--- config.mk ---
export PLATFORM = sky130hd
export DESIGN_NAME = mul_unified
export DESIGN_NICKNAME = d
export VERILOG_FILES = /design/src/rtl/mul_pkg.sv /design/src/rtl/mul_rst_sync.sv /design/src/rtl/mul_pp_gen.sv /design/src/rtl/mul_sum_tree.sv /design/src/rtl/mul_unified.sv
export SDC_FILE = /design/constraint.sdc
export NUM_CORES = 2
export LEC_CHECK = 0
export CORE_ASPECT_RATIO = 1.4
export CORE_MARGIN = 8
export CORE_UTILIZATION = 31
export DETAILED_ROUTE_END_ITERATION = 8
export SKIP_CTS_REPAIR_TIMING = 1
export SYNTH_ARGS = -nofsm -noshare
export SYNTH_HDL_FRONTEND = slang
export SYNTH_SLANG_ARGS = --single-unit
--- constraint.sdc ---
create_clock -name clk -period 3.5 [get_ports clk]
set_clock_uncertainty 0.2 [all_clocks]
set_input_delay 1.05 -clock clk [delete_from_list [all_inputs] [get_ports clk]]
set_output_delay 1.05 -clock clk [all_outputs]
set_load 0.02 [all_outputs]
--- src/rtl/mul_pkg.sv ---
package mul_pkg;

  localparam int unsigned MUL_W = 32;

  typedef enum logic [1:0] {
    MODE_UU = 2'b00,
    MODE_US = 2'b01,
    MODE_SU = 2'b10,
    MODE_SS = 2'b11
  } mul_mode_e;

  function automatic logic a_is_signed(input logic [1:0] m);
    return m[1];
  endfunction

  function automatic logic b_is_signed(input logic [1:0] m);
    return m[0];
  endfunction

endpackage

--- src/rtl/mul_rst_sync.sv ---
module mul_rst_sync (
  input  logic clk,
  input  logic rst_n,
  output logic rst_sync_n
);

  logic meta_q;
  logic sync_q;

  always_ff @(posedge clk or negedge rst_n) begin
    if (!rst_n) begin
      meta_q <= 1'b0;
      sync_q <= 1'b0;
    end else begin
      meta_q <= 1'b1;
      sync_q <= meta_q;
    end
  end

  assign rst_sync_n = sync_q;

endmodule

--- src/rtl/mul_pp_gen.sv ---
module mul_pp_gen #(
  parameter int unsigned N = 32,
  localparam int unsigned PW = 2 * N,
  localparam int unsigned ROWS = N + 1
) (
  input  logic [N-1:0]            op_a,
  input  logic [N-1:0]            op_b,
  input  logic                    sgn_a,
  input  logic                    sgn_b,
  output logic [ROWS-1:0][PW-1:0] rows
);

  // One row per multiplier bit; a cross term is complemented when exactly
  // one of its factors is the sign bit of an operand read as signed.
  for (genvar i = 0; i < N; i++) begin : g_row
    logic row_sign_b;
    assign row_sign_b = (i == N - 1) && sgn_b;

    always_comb begin
      rows[i] = '0;
      for (int j = 0; j < N; j++) begin
        rows[i][i+j] = (op_a[j] & op_b[i]) ^ (((j == N - 1) && sgn_a) ^ row_sign_b);
      end
    end
  end

  // Correction row: minus the sum of the weights of all complemented terms.
  // Both signed: weights 2^(N-1)..2^(2N-3) twice  -> 2^N + 2^(2N-1).
  // One signed:  weights 2^(N-1)..2^(2N-2) once   -> 2^(N-1) + 2^(2N-1).
  always_comb begin
    rows[N] = '0;
    if (sgn_a ^ sgn_b) begin
      rows[N][N-1]  = 1'b1;
      rows[N][PW-1] = 1'b1;
    end else if (sgn_a && sgn_b) begin
      rows[N][N]    = 1'b1;
      rows[N][PW-1] = 1'b1;
    end
  end

endmodule

--- src/rtl/mul_sum_tree.sv ---
module mul_sum_tree #(
  parameter int unsigned W    = 64,
  parameter int unsigned ROWS = 33,
  localparam int unsigned LEAVES = 2 ** $clog2(ROWS)
) (
  input  logic [ROWS-1:0][W-1:0] rows,
  output logic [W-1:0]           sum
);

  // Heap-ordered binary tree: node k sums nodes 2k and 2k+1.
  logic [W-1:0] node [1:2*LEAVES-1];

  for (genvar k = 0; k < LEAVES; k++) begin : g_leaf
    if (k < ROWS) begin : g_used
      assign node[LEAVES+k] = rows[k];
    end else begin : g_pad
      assign node[LEAVES+k] = '0;
    end
  end

  for (genvar k = 1; k < LEAVES; k++) begin : g_add
    assign node[k] = node[2*k] + node[2*k+1];
  end

  assign sum = node[1];

endmodule

--- src/rtl/mul_unified.sv ---
module mul_unified
  import mul_pkg::*;
#(
  parameter int unsigned N       = MUL_W,
  parameter bit          REG_OUT = 1'b1,
  localparam int unsigned PW   = 2 * N,
  localparam int unsigned ROWS = N + 1
) (
  input  logic          clk,
  input  logic          rst_n,
  input  logic [N-1:0]  op_a,
  input  logic [N-1:0]  op_b,
  input  logic [1:0]    mode,
  input  logic          sel_hi,
  output logic [PW-1:0] product,
  output logic [N-1:0]  result
);

  logic                    rst_sync_n;
  logic [ROWS-1:0][PW-1:0] pp_rows;
  logic [PW-1:0]           sum_full;
  logic [N-1:0]            word_nxt;

  mul_rst_sync u_rst (
    .clk        (clk),
    .rst_n      (rst_n),
    .rst_sync_n (rst_sync_n)
  );

  mul_pp_gen #(.N(N)) u_pp (
    .op_a  (op_a),
    .op_b  (op_b),
    .sgn_a (a_is_signed(mode)),
    .sgn_b (b_is_signed(mode)),
    .rows  (pp_rows)
  );

  mul_sum_tree #(.W(PW), .ROWS(ROWS)) u_tree (
    .rows (pp_rows),
    .sum  (sum_full)
  );

  always_comb begin
    word_nxt = sel_hi ? sum_full[PW-1:N] : sum_full[N-1:0];
  end

  if (REG_OUT) begin : g_reg
    logic [PW-1:0] prod_q;
    logic [N-1:0]  word_q;

    always_ff @(posedge clk or negedge rst_sync_n) begin
      if (!rst_sync_n) begin
        prod_q <= '0;
        word_q <= '0;
      end else begin
        prod_q <= sum_full;
        word_q <= word_nxt;
      end
    end

    assign product = prod_q;
    assign result  = word_q;
  end else begin : g_comb
    assign product = sum_full;
    assign result  = word_nxt;
  end

endmodule

==> implementation parameters <==
Parameter                              Value

Status
  Result of the run ... finished with violations
  Violations in the final reports ... negative setup slack

Yosys
  Average footprint of a synthesized cell ... 8.95 µm²
  Synth Net Count ... 5622
  Number of unique standard cell types used by synthesis ... 69
  Top cell type by total area after synthesis ... fa_1
  Fraction of synthesis flops using an asynchronous set or reset pin ... 100%
  Proportion of synthesized chip area in sequential cells ... 6.28%
  Post-synth EDFFs ... 0
  Synthesis warning total ... 0
  Number of cells produced by synthesis ... 4365
  Number of register bits inferred by synthesis ... 98
  Area share of the leading cell type in the synthesized netlist ... 40.3%
  Netlist area before placement ... 0.0391 mm²
  Predominant post-synthesis flop cell ... dfrtp_1
  Leading post-synthesis cells by cell area ... fa_1 40%, ha_1 13%, and2_1 7.4%

Place
  Routability congestion estimate ... 0.917
  Number of placed instances with taps included ... 6737
  Pre-CTS setup slack ... -7.65 ns
  Dpl hpwl ... 114 mm
  IO Port Bufs ... 164

Clocking
  CTS Sinks ... 98
  Clock tree from TritonCTS ... done
  Maximum clock path buffer count ... 2
  Clock transition at the registers of the reported paths ... 0.08 ns
  Root buffer cell ... clkbuf_16
  Latest clock arrival within the worst-skew pair ... 0.35 ns
  H-tree level count ... 3
  Num CTS Buffers ... 9

Critical path
  CP Launch Type ... primary input
  Largest fanout on the critical path ... 7
  Gate family responsible for the most delay along the worst path ... adder cells
  Data required time at the worst endpoint ... 3.54 ns
  Critical path start-end classification ... primary input to flip-flop
  Cell type of the slowest stage on the worst timing path ... fa_1
  Critical Path Most Common Cell ... fa_1
  CP endpoint kind ... flip-flop
  Number of buffer and inverter instances along the worst setup path ... 8
  Delay contributed by the slowest stage of the critical path ... 0.53 ns
  Worst endpoint data arrival time ... 9.84 ns

Finish
  Most common cell after layout, fill and taps aside ... fa_1
  Fill cell instance count of the final layout ... 12004
  Layout overhead on the synthesized area ... 37.5%
  Proportion of layout cells with a drive suffix above 1 ... 28.0%
  Top library cells by usage in the layout, fill and taps aside ... 743 x fa_1, 696 x buf_4, 689 x inv_1
  Layout Nets ... 6447
  Core utilization of the finished layout ... 42.8%
  Final Non-Filler Cells ... 6843

Floorplanning
  Horizontal extent of the die ... 316 µm
  Y dimension of the die ... 436 µm
  Placeable core area ... 0.125 mm²
  Boundary pin count ... 165
  Number of core rows ... 154
  Effective utilization at floorplan ... 31.1%
  Die Area ... 0.138 mm²

Route
  DR pass1 iterations ... 6
  Routed WL per cell ... 19.4 µm
  DR vias/cell ... 4.83
  Overall via count from detail_route ... 33023
  Post-route DRC ... 0
  Antenna-violating nets left ... 0
  DR iter-0 viols ... 1633
  Drt total wl ... 133 mm

Timing
  Post-layout minimum cycle time ... 9.79 ns
  Final Hold Viols ... 0
  Timing-limited maximum frequency ... 102 MHz
  Worst setup margin ... -6.29 ns
  Number of setup violations in the final report ... 91
  Number of pins exceeding their max-slew limit in the final report ... 0
  Pin slew with the least headroom to its limit ... 0.683 ns
  Slew HR ... 54.4%
  Setup repair after global routing missed its margin ... true
  Fin crit share ... 280%

Global route
  All-layer global routing usage ... 18.5%
  Initial antenna violation count ... 9
  First-pass GRT wire length ... 199 mm
  Largest net degree at the start of global routing ... 55
  GRT overflow ... 0
  Via count of the first global-routing pass ... 35638

Worst hold path
  Type of the tightest min-delay check ... flip-flop to flip-flop

Flow run
  Max_cap viols ... 0
[flip-flops by register name (all words and copies together), names as in the netlist]
register,flops
product,64
result,32
u_rst.meta_q,1
u_rst.rst_sync_n,1
[path summary, 6_finish.rpt]
path	startpoint	endpoint	slack, ns	cells past startpoint
worst max-delay path	op_b[14]	result[28]$_DFF_PN0_	-6.29	37
worst min register to register	u_rst.meta_q$_DFF_PN0_	u_rst.rst_sync_n$_DFF_PN0_	0.15	0
max in group asynchronous	u_rst.rst_sync_n$_DFF_PN0_	product[41]$_DFF_PN0_	2.13	1
min in group asynchronous	u_rst.rst_sync_n$_DFF_PN0_	result[28]$_DFF_PN0_	0.16	0
worst min-delay path	u_rst.meta_q$_DFF_PN0_	u_rst.rst_sync_n$_DFF_PN0_	0.15	0
worst max register to register	u_rst.rst_sync_n$_DFF_PN0_	product[41]$_DFF_PN0_	2.13	1
[stage by stage]
step                      instance area [µm²]  setup TNS, ns  hold slack, ns
after floorplan                         40300        -428.79           0.131
after global placement                  49300        -569.34           0.140
after detailed placement                49300        -576.61           0.142
after CTS                               49600        -542.55           0.158
after global routing                    53700        -487.75           0.169
final                                   53700        -469.50           0.153
[synthesized netlist by cell type (25+ instances only)]
cell,n
fa_1,787
inv_1,729
nand2_1,663
and2_1,464
ha_1,401
clkbuf_1,219
xnor2_1,180
a21oi_1,166
dfrtp_1,98
a21o_1,94
o21ai_0,78
nor2_1,73
xor2_1,56
nand3_1,39
o21bai_1,39
o21a_1,26
mux2_2,25
[routing by layer]
layer	part of all wire, %	global-route usage [%]	wire (µm)
met1	38	21.6	50800
met2	53	34.5	70200
met3	4.4	1.37	5860
met4	4.6	7.33	6160
met5	0	0	0
[area by class of cell]
cell class              instances  area (µm²)  area share (%)
clock buffers                   9         225           0.419
flip-flops and latches         98        2460            4.57
clock inverters                 7        76.3           0.142
multi-input cells            3312       36700            68.3
diodes                         10        25.0          0.0466
inverters                     730        2740            5.10
well taps                    1638        2050            3.82
repair buffers               1039        9450            17.6
[kinds of logic (layout without fill, tap and decap cells)]
kind of cell	count (synthesis)	count (layout)	share of synthesized area (%)
buffers and inverters	955	1785	9.18
xor gates and xnor gates	236	236	5.29
adders and majority gates	1188	1188	53.2
other	1	11	0.00960
and+or+nand+nor	1346	1346	16.7
DFF	98	98	6.28
AOI/OAI and AO/OA	515	515	8.60
muxes	26	26	0.746
Power is left out: the tool's default activity adds up to more than one toggle a clock period on the data nets, which glitch-free logic cannot reach.
